$ cat src/rtl/dma_coal_pkg.sv
// Package: register offsets, bit positions and reset values shared by the
// coalescing register block, its helpers and its checker.
package dma_coal_pkg;
    localparam int REG_W     = 32;
    localparam int CNT_W     = 8;
    localparam int TMR_W     = 8;

    // Byte offsets (word aligned).
    localparam int OFS_CTRL  = 'h00;
    localparam int OFS_STAT  = 'h04;
    localparam int OFS_CUR   = 'h08;
    localparam int OFS_TAIL  = 'h10;

    // Control bit positions.
    localparam int B_RUN      = 0;
    localparam int B_TAILMODE = 1;
    localparam int B_SRST     = 2;
    localparam int THR_LO     = 16;
    localparam int DLY_LO     = 24;

    // Status bit positions.
    localparam int B_HALT    = 0;
    localparam int B_IDLE    = 1;
    localparam int B_IOC     = 12;
    localparam int B_DLY     = 13;
    localparam int IRQ_LO    = 12;
    localparam int IRQ_HI    = 14;

    localparam logic [15:0]      IRQ_MASK = 16'h7000;
    localparam logic [REG_W-1:0] CTRL_RST = 32'h0001_0000;
    localparam logic [15:0]      STAT_RST = 16'h0001;
    localparam logic [CNT_W-1:0] THR_RST  = CNT_W'(1);

    typedef enum logic [2:0] {
        RS_NONE,
        RS_CTRL,
        RS_STAT,
        RS_CUR,
        RS_TAIL
    } reg_sel_e;
endpackage

$ cat src/rtl/dma_coal_prescaler.sv
// Module: dma_coal_prescaler
// Produces a one-cycle tick every DIV clocks. A restart forces the phase
// back to zero, so the first tick after a restart comes DIV clocks later.
// Assumes DIV >= 1.
module dma_coal_prescaler #(
    parameter int DIV = 4
) (
    input  logic clk,
    input  logic rst_n,
    input  logic restart,
    output logic tick
);
    generate
        if (DIV <= 1) begin : g_every
            // Every clock is a tick; restart has no phase to reset.
            logic unused_restart;
            assign unused_restart = restart;
            assign tick = 1'b1;
        end else begin : g_div
            localparam int CW = $clog2(DIV);
            localparam logic [CW-1:0] LAST = CW'(DIV - 1);
            logic [CW-1:0] phase_q;

            // Phase counter, wraps at DIV-1, cleared by restart.
            always_ff @(posedge clk) begin
                if (!rst_n || restart) begin
                    phase_q <= '0;
                end else if (phase_q == LAST) begin
                    phase_q <= '0;
                end else begin
                    phase_q <= phase_q + 1'b1;
                end
            end

            assign tick = (phase_q == LAST);
        end
    endgenerate
endmodule

$ cat src/rtl/dma_coal_pkt_counter.sv
// Module: dma_coal_pkt_counter
// Packet completion counter. A configuration load wins over everything.
// Otherwise a timer expiry first reloads from the threshold, and a packet
// decrement then applies to that base value. Reaching zero raises hit and
// reloads from the threshold. Decrement from zero wraps modulo 2**W.
module dma_coal_pkt_counter #(
    parameter int W = 8,
    parameter logic [W-1:0] RST_VAL = W'(1)
) (
    input  logic         clk,
    input  logic         rst_n,
    input  logic         load,
    input  logic [W-1:0] load_val,
    input  logic [W-1:0] thr,
    input  logic         expire,
    input  logic         dec,
    output logic [W-1:0] cnt,
    output logic         hit
);
    logic [W-1:0] cnt_q, base, dec_val, cnt_d;

    // Next-count selection and hit detection.
    always_comb begin
        base    = expire ? thr : cnt_q;
        dec_val = base - 1'b1;
        hit     = 1'b0;
        cnt_d   = base;
        if (load) begin
            cnt_d = load_val;
        end else if (dec) begin
            if (dec_val == '0) begin
                hit   = 1'b1;
                cnt_d = thr;
            end else begin
                cnt_d = dec_val;
            end
        end
    end

    // Counter register.
    always_ff @(posedge clk) begin
        if (!rst_n) cnt_q <= RST_VAL;
        else        cnt_q <= cnt_d;
    end

    assign cnt = cnt_q;
endmodule

$ cat src/rtl/dma_coal_delay_timer.sv
// Module: dma_coal_delay_timer
// Inactivity timer. A packet with a nonzero timeout reloads it (and asks
// the prescaler to restart). A tick decrements a nonzero value. The step
// 1 -> 0 on a tick raises expire. A clear (soft reset) zeroes it.
module dma_coal_delay_timer #(
    parameter int W = 8
) (
    input  logic         clk,
    input  logic         rst_n,
    input  logic         clr,
    input  logic         pkt,
    input  logic [W-1:0] timeout,
    input  logic         tick,
    output logic [W-1:0] val,
    output logic         expire,
    output logic         restart
);
    logic [W-1:0] val_q;

    assign restart = !clr && pkt && (timeout != '0);
    assign expire  = !clr && !restart && tick && (val_q == W'(1));

    // Timer register: clear, reload, or count toward zero.
    always_ff @(posedge clk) begin
        if (!rst_n || clr) begin
            val_q <= '0;
        end else if (restart) begin
            val_q <= timeout;
        end else if (tick && val_q != '0) begin
            val_q <= val_q - 1'b1;
        end
    end

    assign val = val_q;
endmodule

$ cat src/rtl/dma_coal_regs.sv
// Module: dma_coal_regs
// Control/status register file for one DMA channel with interrupt
// coalescing. Single access port, one access per cycle, combinational
// read data with no read side effects. Assumes pkt_done is a one-cycle
// pulse from the descriptor engine.
module dma_coal_regs
    import dma_coal_pkg::*;
#(
    parameter int ADDR_W   = 6,
    parameter int PRESCALE = 4
) (
    input  logic              clk,
    input  logic              rst_n,
    input  logic              reg_wr,
    input  logic              reg_rd,
    input  logic [ADDR_W-1:0] reg_addr,
    input  logic [REG_W-1:0]  reg_wdata,
    output logic [REG_W-1:0]  reg_rdata,
    input  logic              pkt_done,
    output logic              irq,
    output logic              run,
    output logic              idle,
    output logic              halted,
    output logic              start,
    output logic [REG_W-1:0]  cur_desc,
    output logic [REG_W-1:0]  tail_desc
);
    localparam int WI_W = ADDR_W - 2;
    localparam logic [WI_W-1:0] WI_CTRL = WI_W'(OFS_CTRL / 4);
    localparam logic [WI_W-1:0] WI_STAT = WI_W'(OFS_STAT / 4);
    localparam logic [WI_W-1:0] WI_CUR  = WI_W'(OFS_CUR / 4);
    localparam logic [WI_W-1:0] WI_TAIL = WI_W'(OFS_TAIL / 4);

    reg_sel_e          sel;
    logic [WI_W-1:0]   word;
    logic              wr_ctrl, wr_stat, wr_cur, wr_tail, srst;
    logic [REG_W-1:0]  ctrl_q, cur_q, tail_q;
    logic [15:0]       stat_q, stat_d;
    logic              start_q;
    logic [CNT_W-1:0]  cnt_val, cnt_load_val;
    logic              cnt_hit;
    logic [TMR_W-1:0]  tmr_val;
    logic              tmr_expire, tmr_restart, tick;

    assign word = reg_addr[ADDR_W-1:2];

    // Address decode; misaligned offsets select nothing.
    always_comb begin
        sel = RS_NONE;
        if (reg_addr[1:0] == 2'b00) begin
            if      (word == WI_CTRL) sel = RS_CTRL;
            else if (word == WI_STAT) sel = RS_STAT;
            else if (word == WI_CUR)  sel = RS_CUR;
            else if (word == WI_TAIL) sel = RS_TAIL;
        end
    end

    assign wr_ctrl = reg_wr && (sel == RS_CTRL);
    assign wr_stat = reg_wr && (sel == RS_STAT);
    assign wr_cur  = reg_wr && (sel == RS_CUR);
    assign wr_tail = reg_wr && (sel == RS_TAIL);
    assign srst    = wr_ctrl && reg_wdata[B_SRST];

    // Control register: soft reset restores defaults, else tail mode forced.
    always_ff @(posedge clk) begin
        if (!rst_n || srst) begin
            ctrl_q <= CTRL_RST;
        end else if (wr_ctrl) begin
            ctrl_q <= reg_wdata | (REG_W'(1) << B_TAILMODE);
        end
    end

    // Next status: write with W1C interrupt field, run/tail side effects,
    // then hardware interrupt sets (set wins over a same-cycle clear).
    always_comb begin
        stat_d = stat_q;
        if (srst) begin
            stat_d = STAT_RST;
        end else begin
            if (wr_stat) begin
                stat_d = (reg_wdata[15:0] & ~IRQ_MASK) |
                         (stat_q & ~reg_wdata[15:0] & IRQ_MASK);
            end
            if (wr_ctrl && reg_wdata[B_RUN]) begin
                stat_d[B_HALT] = 1'b0;
                stat_d[B_IDLE] = 1'b0;
            end
            if (wr_tail) begin
                stat_d[B_IDLE] = 1'b0;
            end
        end
        if (cnt_hit)    stat_d[B_IOC] = 1'b1;
        if (tmr_expire) stat_d[B_DLY] = 1'b1;
    end

    // Status register.
    always_ff @(posedge clk) begin
        if (!rst_n) stat_q <= STAT_RST;
        else        stat_q <= stat_d;
    end

    // Descriptor pointers and the start pulse.
    always_ff @(posedge clk) begin
        if (!rst_n) begin
            cur_q   <= '0;
            tail_q  <= '0;
            start_q <= 1'b0;
        end else begin
            if (wr_cur)  cur_q  <= reg_wdata;
            if (wr_tail) tail_q <= reg_wdata;
            start_q <= wr_tail;
        end
    end

    assign cnt_load_val = srst ? THR_RST : reg_wdata[THR_LO +: CNT_W];

    dma_coal_prescaler #(.DIV(PRESCALE)) u_presc (
        .clk     (clk),
        .rst_n   (rst_n),
        .restart (tmr_restart),
        .tick    (tick)
    );

    dma_coal_pkt_counter #(.W(CNT_W), .RST_VAL(THR_RST)) u_cnt (
        .clk      (clk),
        .rst_n    (rst_n),
        .load     (wr_ctrl),
        .load_val (cnt_load_val),
        .thr      (ctrl_q[THR_LO +: CNT_W]),
        .expire   (tmr_expire),
        .dec      (pkt_done),
        .cnt      (cnt_val),
        .hit      (cnt_hit)
    );

    dma_coal_delay_timer #(.W(TMR_W)) u_tmr (
        .clk     (clk),
        .rst_n   (rst_n),
        .clr     (srst),
        .pkt     (pkt_done),
        .timeout (ctrl_q[DLY_LO +: TMR_W]),
        .tick    (tick),
        .val     (tmr_val),
        .expire  (tmr_expire),
        .restart (tmr_restart)
    );

    // Read multiplexer; status carries live counter and timer.
    always_comb begin
        reg_rdata = '0;
        if (reg_rd) begin
            unique case (sel)
                RS_CTRL: reg_rdata = ctrl_q;
                RS_STAT: reg_rdata = {tmr_val, cnt_val, stat_q};
                RS_CUR:  reg_rdata = cur_q;
                RS_TAIL: reg_rdata = tail_q;
                default: reg_rdata = '0;
            endcase
        end
    end

    assign irq       = |(stat_q[IRQ_HI:IRQ_LO] & ctrl_q[IRQ_HI:IRQ_LO]);
    assign run       = ctrl_q[B_RUN];
    assign idle      = stat_q[B_IDLE];
    assign halted    = stat_q[B_HALT];
    assign start     = start_q;
    assign cur_desc  = cur_q;
    assign tail_desc = tail_q;
endmodule

$ cat config.mk
export PLATFORM = sky130hd
export DESIGN_NAME = dma_coal_regs
export DESIGN_NICKNAME = d
export VERILOG_FILES = /design/src/rtl/dma_coal_pkg.sv /design/src/rtl/dma_coal_prescaler.sv /design/src/rtl/dma_coal_pkt_counter.sv /design/src/rtl/dma_coal_delay_timer.sv /design/src/rtl/dma_coal_regs.sv
export SDC_FILE = /design/constraint.sdc
export NUM_CORES = 1
export LEC_CHECK = 0
export BUFFER_PORTS_ARGS = -buffer_cell sky130_fd_sc_hd__clkbuf_2
export CAP_MARGIN = 25
export CORE_UTILIZATION = 25
export DETAILED_ROUTE_END_ITERATION = 16
export GPL_TIMING_DRIVEN = 0
export PLACE_DENSITY_LB_ADDON = 0.2
export SKIP_CTS_REPAIR_TIMING = 1
export SLEW_MARGIN = 10
export SYNTH_ARGS = -nofsm -noshare
export SYNTH_HDL_FRONTEND = slang
export SYNTH_SLANG_ARGS = --single-unit
$ cat constraint.sdc
create_clock -name clk -period 5.1 [get_ports clk]
set_clock_uncertainty 0.1 [all_clocks]
set_input_delay 1.02 -clock clk [delete_from_list [all_inputs] [get_ports clk]]
set_output_delay 1.02 -clock clk [all_outputs]
set_load 0.005 [all_outputs]
* Word level (Yosys, flattened, before mapping)
Index checks and enable logic that the tools add are counted.
Word-level totals: bits in registers 131
Operators by class: $add $sub $neg 3, eq/ne operators 9, multiplexer cells 23, bitwise operators 5, reductions and logical operators 30
Operator list (number):
- $pmux W32 S4 | 1
- $mux W8 | 7
- $mux W32 | 1
- $mux W14 | 2
- $or A16 B15 Y16 | 1
- $reduce_bool A8 Y1 | 2
- $sub A8 B1 Y8 const B | 2
- $and A15 B15 Y15 | 1
- $mux W3 | 5
- $not A15 Y15 | 1
- $logic_and A1 B1 Y1 | 12
- $eq A8 B1 Y1 const B | 1
- $logic_not A8 Y1 | 1
- $eq A3 B2 Y1 const B | 2
- $mux W1 | 6
- $reduce_bool A3 Y1 | 2
- $eq A4 B1 Y1 const B | 1
- $eq A4 B2 Y1 const B | 1
- $eq A4 B3 Y1 const B | 1
- $logic_not A4 Y1 | 1
- $reduce_bool A2 Y1 | 2
- $reduce_or A2 Y1 | 2
- $reduce_or A4 Y1 | 1
- $and A3 B3 Y3 | 1
- 10 further kinds | 13

* Logic depth before layout (Yosys ltp)
word-level depth 23, gate-level depth with buffers 16, mapped depth without buffers 14

* Modules after synthesis
A second synthesis with hierarchy kept.
Second synthesis, totals: cells, all modules 907, area total of the unflattened synthesis 7268.2 um^2
Modules (own cells, without submodules):
- dma_coal_regs | instances 1, cells an instance 735, area an instance 5845.6 um^2, sequential area each 2262.2 um^2
- dma_coal_pkt_counter | instances 1, cells an instance 99, area an instance 799.5 um^2, sequential area each 160.2 um^2
- dma_coal_delay_timer | instances 1, cells an instance 68, area an instance 543.0 um^2, sequential area each 160.2 um^2
- dma_coal_prescaler | instances 1, cells an instance 5, area an instance 80.1 um^2, sequential area each 40.0 um^2

* Worst setup path after synthesis
Ideal clock, no wire load.
kind input to register, from input reg_wdata[2], to register u_cnt.cnt_q[0] (netlist: u_cnt.cnt[0]), arrival 4257 ps, required time 4940 ps, path slack 683 ps, stages on the path 15, buffers on the path 3, cells stage by stage clkbuf_1 > nor4bb_1 > a211oi_4 > nand2_4 > buf_2 > mux2i_1 > ha_1 > nand2b_1 > nor4_1 > xor2_1 > nor4_1 > o221a_1 > buf_6 > mux2_4 > nand3_2
Between the ends: cells in the longest elaborated chain, start to end 14, elaborated cells on any way between the ends 15, classes of those cells add/sub (1); mux (5); reduce/logical (9)
RTL lines:
- start: declaration | line dma_coal_regs.sv:17 | input logic [REG_W-1:0] reg_wdata,
- $logic_and A1 B1 Y1 (*) | line dma_coal_regs.sv:62 | assign srst = wr_ctrl && reg_wdata[B_SRST];
- $logic_not A1 Y1 | line dma_coal_delay_timer.sv:20, dma_coal_delay_timer.sv:21
- $logic_and A1 B1 Y1 (2 in series) | line dma_coal_delay_timer.sv:20 | assign restart = !clr && pkt && (timeout != '0);
- $logic_not A1 Y1 | line dma_coal_delay_timer.sv:21 | assign expire = !clr && !restart && tick && (val_q == W'(1));
- $logic_and A1 B1 Y1 (3 in series) | line dma_coal_delay_timer.sv:21
- $mux W8 | line dma_coal_pkt_counter.sv:24 | base = expire ? thr : cnt_q;
- $sub A8 B1 Y8 | line dma_coal_pkt_counter.sv:25 | dec_val = base - 1'b1;
- $logic_not A8 Y1 | line dma_coal_pkt_counter.sv:31 | if (dec_val == '0) begin
- $mux W8 | line dma_coal_pkt_counter.sv:31
- $mux W8 | line dma_coal_pkt_counter.sv:30 | end else if (dec) begin
- $mux W8 (*) | line dma_coal_pkt_counter.sv:28 | if (load) begin
- end signal: assignment | line dma_coal_pkt_counter.sv:43 | else cnt_q <= cnt_d;
- end: declaration | line dma_coal_pkt_counter.sv:20 | logic [W-1:0] cnt_q, base, dec_val, cnt_d;
Every way passes the cells marked *; elsewhere a longest branch is shown, timed or not. A chain may end at the register's enable or synchronous reset.

* Final worst setup path
from input reg_addr[4], to output reg_rdata[17]
Between the ends: cells in the longest elaborated chain, start to end 9, elaborated cells on any way between the ends 15, classes of those cells eq/ne (7); mux (7); reduce/logical (1)
RTL lines:
- start: declaration | line dma_coal_regs.sv:16 | input logic [ADDR_W-1:0] reg_addr,
- $eq A4 B3 Y1 | line dma_coal_regs.sv:54 | else if (word == WI_TAIL) sel = RS_TAIL;
- $mux W3 | line dma_coal_regs.sv:54
- $mux W3 | line dma_coal_regs.sv:53 | else if (word == WI_CUR) sel = RS_CUR;
- $mux W3 | line dma_coal_regs.sv:52 | else if (word == WI_STAT) sel = RS_STAT;
- $mux W3 (*) | line dma_coal_regs.sv:51 | if (word == WI_CTRL) sel = RS_CTRL;
- $mux W3 (*) | line dma_coal_regs.sv:50 | if (reg_addr[1:0] == 2'b00) begin
- $eq A3 B3 Y1 (tied with other cells) | line dma_coal_regs.sv:152 | unique case (sel)
- $pmux W32 S4 (*) | line dma_coal_regs.sv:152
- $mux W32 (*) | line dma_coal_regs.sv:151 | if (reg_rd) begin
- end: declaration | line dma_coal_regs.sv:18 | output logic [REG_W-1:0] reg_rdata,
Marked as above.

==> metrics <==
global-route wire length before repair=34730 um; Switching Share=25.67%; Total Routed Length=23130 um; RSZ-0062 raised after global routing=false; Max stage delay on crit path=0.75 ns; Placed Area=0.007149 mm2; sequential fraction of the synthesis area=43.35%; leakage power=2.900 nW; Vias/cell=4.971; antenna-violating nets left=0; period utilisation layout=96.54%; Core Area=0.02361 mm2; sequential share of power=42.3%; violation count after the first detailed-route iteration=490; xor/xnor share of the synthesized area=2.461%; routed vias=6114; outcome=finished, final reports clean; hold path depth=1; Setup crit end kind=primary output; Slew Limit Headroom=30.82%; CTS HTree Levels=4; final hold violation count=0; Post-Synth Simple-Gate Area=21.24%; final worst path period need=4.924 ns; Comb pwr share=8.3%; total gr overflow=0; row cnt=56; dominant synthesized flop cell=dfxtp_1; Power Internal=1.862 mW; n_diodes=0; Synth Area in Compound Gates=25.07%; share of layout cells above drive strength 1=20.97%; vias in the first global route=5614; max-cap viol count=0; Setup crit start kind=primary input; CTS tree=built; Pwr Density=323.2 mW/mm2; maximum number of pins on one net before global-route repair=17; area share of fa/ha/maj cells after synthesis=1.034%; clk sink count=131; initial antenna violation count=0; Seq cells post-synth=131; clk slew on worst S/H paths=0.06 ns; HP Class=reg2reg; largest family of logic cells by synthesized area=compound AO/OA/AOI/OAI gates; Max Fclk=203.1 MHz; cell-by-cell listing of the critical path=clkbuf_2 > or4_1 > clkbuf_1 > nor3_1 > clkbuf_1 > a222oi_1 > a21oi_1 > clkbuf_2; die footprint=0.02482 mm2; Post-Syn Nets=787; crit path max-delay cell type=nor3_1; Clock Path Buffers=2; Gate Count Post-Synth=739; WS Path Type=in2out; Synth Warn #=0; total I/O pin count=144; First-pass DRT Iterations=6; R2R cell count=14; number of buffers created by CTS=17; initial core utilization=25.62%; DP HPWL=16790 um; IO buf count=140; fin util=32.83%; Worst Max-Slew Pin Slew=1.035 ns; Post-Syn Area=0.006050 mm2; Max VDD drop=0.0002057 V; routed length per placed instance=18.81 um; Root Driver=clkbuf_16; total power=2.505 mW; CP max FO=10; count of cell types in the netlist=52; final instance area=0.007751 mm2; ys async rst share=0%; P&R area growth vs syn=28.13%; NetSw=643.0 uW; Synth Area per Inst=8.186 um2; WP data required=3.98 ns; Placer Congestion=0.8733; drt drc=0; Die Height=157.6 um; Final Max Tran Viols=0; multiplexer area fraction after synthesis=2.358%; Post-synth EDFFs=0; Layout Nets=947; clk_lat worst skew=0.42 ns; Die Span X=157.6 um; final count of negative-setup-slack endpoints=0; clock share of power=49.5%; GRT Total Usage=18.87%; crit path DAT=3.80 ns
## path summary, 6_finish.rpt
check / start / end / slack (ns)
worst max-delay path: reg_addr[4] / reg_rdata[17] / 0.18
worst min-delay path: u_presc.g_div.phase_q[0] / u_presc.g_div.phase_q[0] / 0.34
worst max register to register: u_tmr.val[2] / u_cnt.cnt[0] / 0.81
worst min register to register: u_presc.g_div.phase_q[0] / u_presc.g_div.phase_q[0] / 0.34
## power groups by stage
stage | Clock (mW) | Sequential (mW) | Combinational, mW
after floorplan | 0 | 1.08 | 0.131
after CTS | 1.26 | 1.06 | 0.207
final | 1.24 | 1.06 | 0.207
after global placement | 0 | 1.08 | 0.205
after global routing | 1.30 | 1.06 | 0.228
after detailed placement | 0 | 1.08 | 0.206
## synth_stat cells, drive strengths merged (3+ instances only)
master	number	share of area [%]
nand2b	4	0.41
or4	5	0.68
clkbuf	55	3.4
mux2	5	0.99
xor2	6	0.87
nor3	13	1.1
xnor2	11	1.6
or3	3	0.31
inv	6	0.37
a211oi	8	1.2
mux2i	6	0.99
a21boi	35	4.3
nand3	9	0.83
dfxtp	131	43
nor4	6	0.62
a22o	32	4.6
buf	8	0.70
o21ai	16	1.4
a222oi	33	5.5
nor3b	6	0.83
and3	6	0.62
nor2b	3	0.31
ha	5	1.0
a21oi	83	6.9
nand2	199	12
nor2	25	1.6
## area by class of cell
| cell class | count | area, um2 |
|---|---|---|
| Clock buffer | 18 | 439.2 |
| Fill cell | 2538 | 15860 |
| Sequential cell | 131 | 2623 |
| Clock inverter | 13 | 151.4 |
| Timing Repair Buffer | 141 | 705.7 |
| Tap cell | 319 | 399.1 |
| Buffer | 63 | 249.0 |
| Inverter | 6 | 22.52 |
| Multi-Input combinational cell | 539 | 3162 |
## routing by layer
metal	global-route usage [%]	vias to the layer above	wire length, um	share of wire [%]
met5	0	-	0	0
met4	3.976	0	174	0.75
met3	3.992	12	1237	5.3
met2	29.90	185	10930	47
met1	26.15	2943	10790	47
li1	-	2974	-	-
## critical path: cells and delay by family
family / cells / cell delay [ns]
buffers and inverters: 4 / 1.00
and+or+nand+nor: 2 / 1.27
AOI/OAI and AO/OA: 2 / 0.50
## state kept, by name, indices dropped and copies added, names as in the netlist
signal and count:
cur_desc 32, u_tmr.val 8, stat_q 16, ctrl_q 32
u_presc.g_div.phase_q 2, tail_desc 32, u_cnt.cnt 8, start 1
## placed cells by master, fill, tap and decap left out, types with 7 or more instances in the layout
| cell type | n |
|---|---|
| clkbuf_1 | 55 |
| o21ai_0 | 13 |
| a211oi_1 | 7 |
| nand3_1 | 8 |
| nand2_1 | 198 |
| a21boi_0 | 27 |
| nor2_1 | 25 |
| a22o_1 | 32 |
| xnor2_1 | 11 |
| nor3_1 | 13 |
| a21oi_1 | 83 |
| dfxtp_1 | 131 |
| a21boi_1 | 8 |
| a222oi_1 | 33 |
| clkbuf_2 | 141 |
| clkbuf_16 | 17 |
## kinds of logic after synthesis
| logic type | Yosys count |
|---|---|
| fa+ha+maj | 5 |
| flops | 131 |
| xor+xnor | 17 |
| buf+inv | 69 |
| mux | 12 |
| compound gates | 215 |
| simple gates | 290 |
## through the flow
step	hold slack, ns	cells	setup WS, ns	TNS (ns)
CTS	0.3397	1229	0.1620	0
global placement	0.3226	1198	-0.06851	-0.1112
finish	0.3420	1230	0.1764	0
floorplan	0.3063	739	0.6831	0
global route	0.3615	1230	0.04974	0
detailed placement	0.3313	1198	-0.06054	-0.07492
No activity file was read; power rests on OpenSTA's default activity.
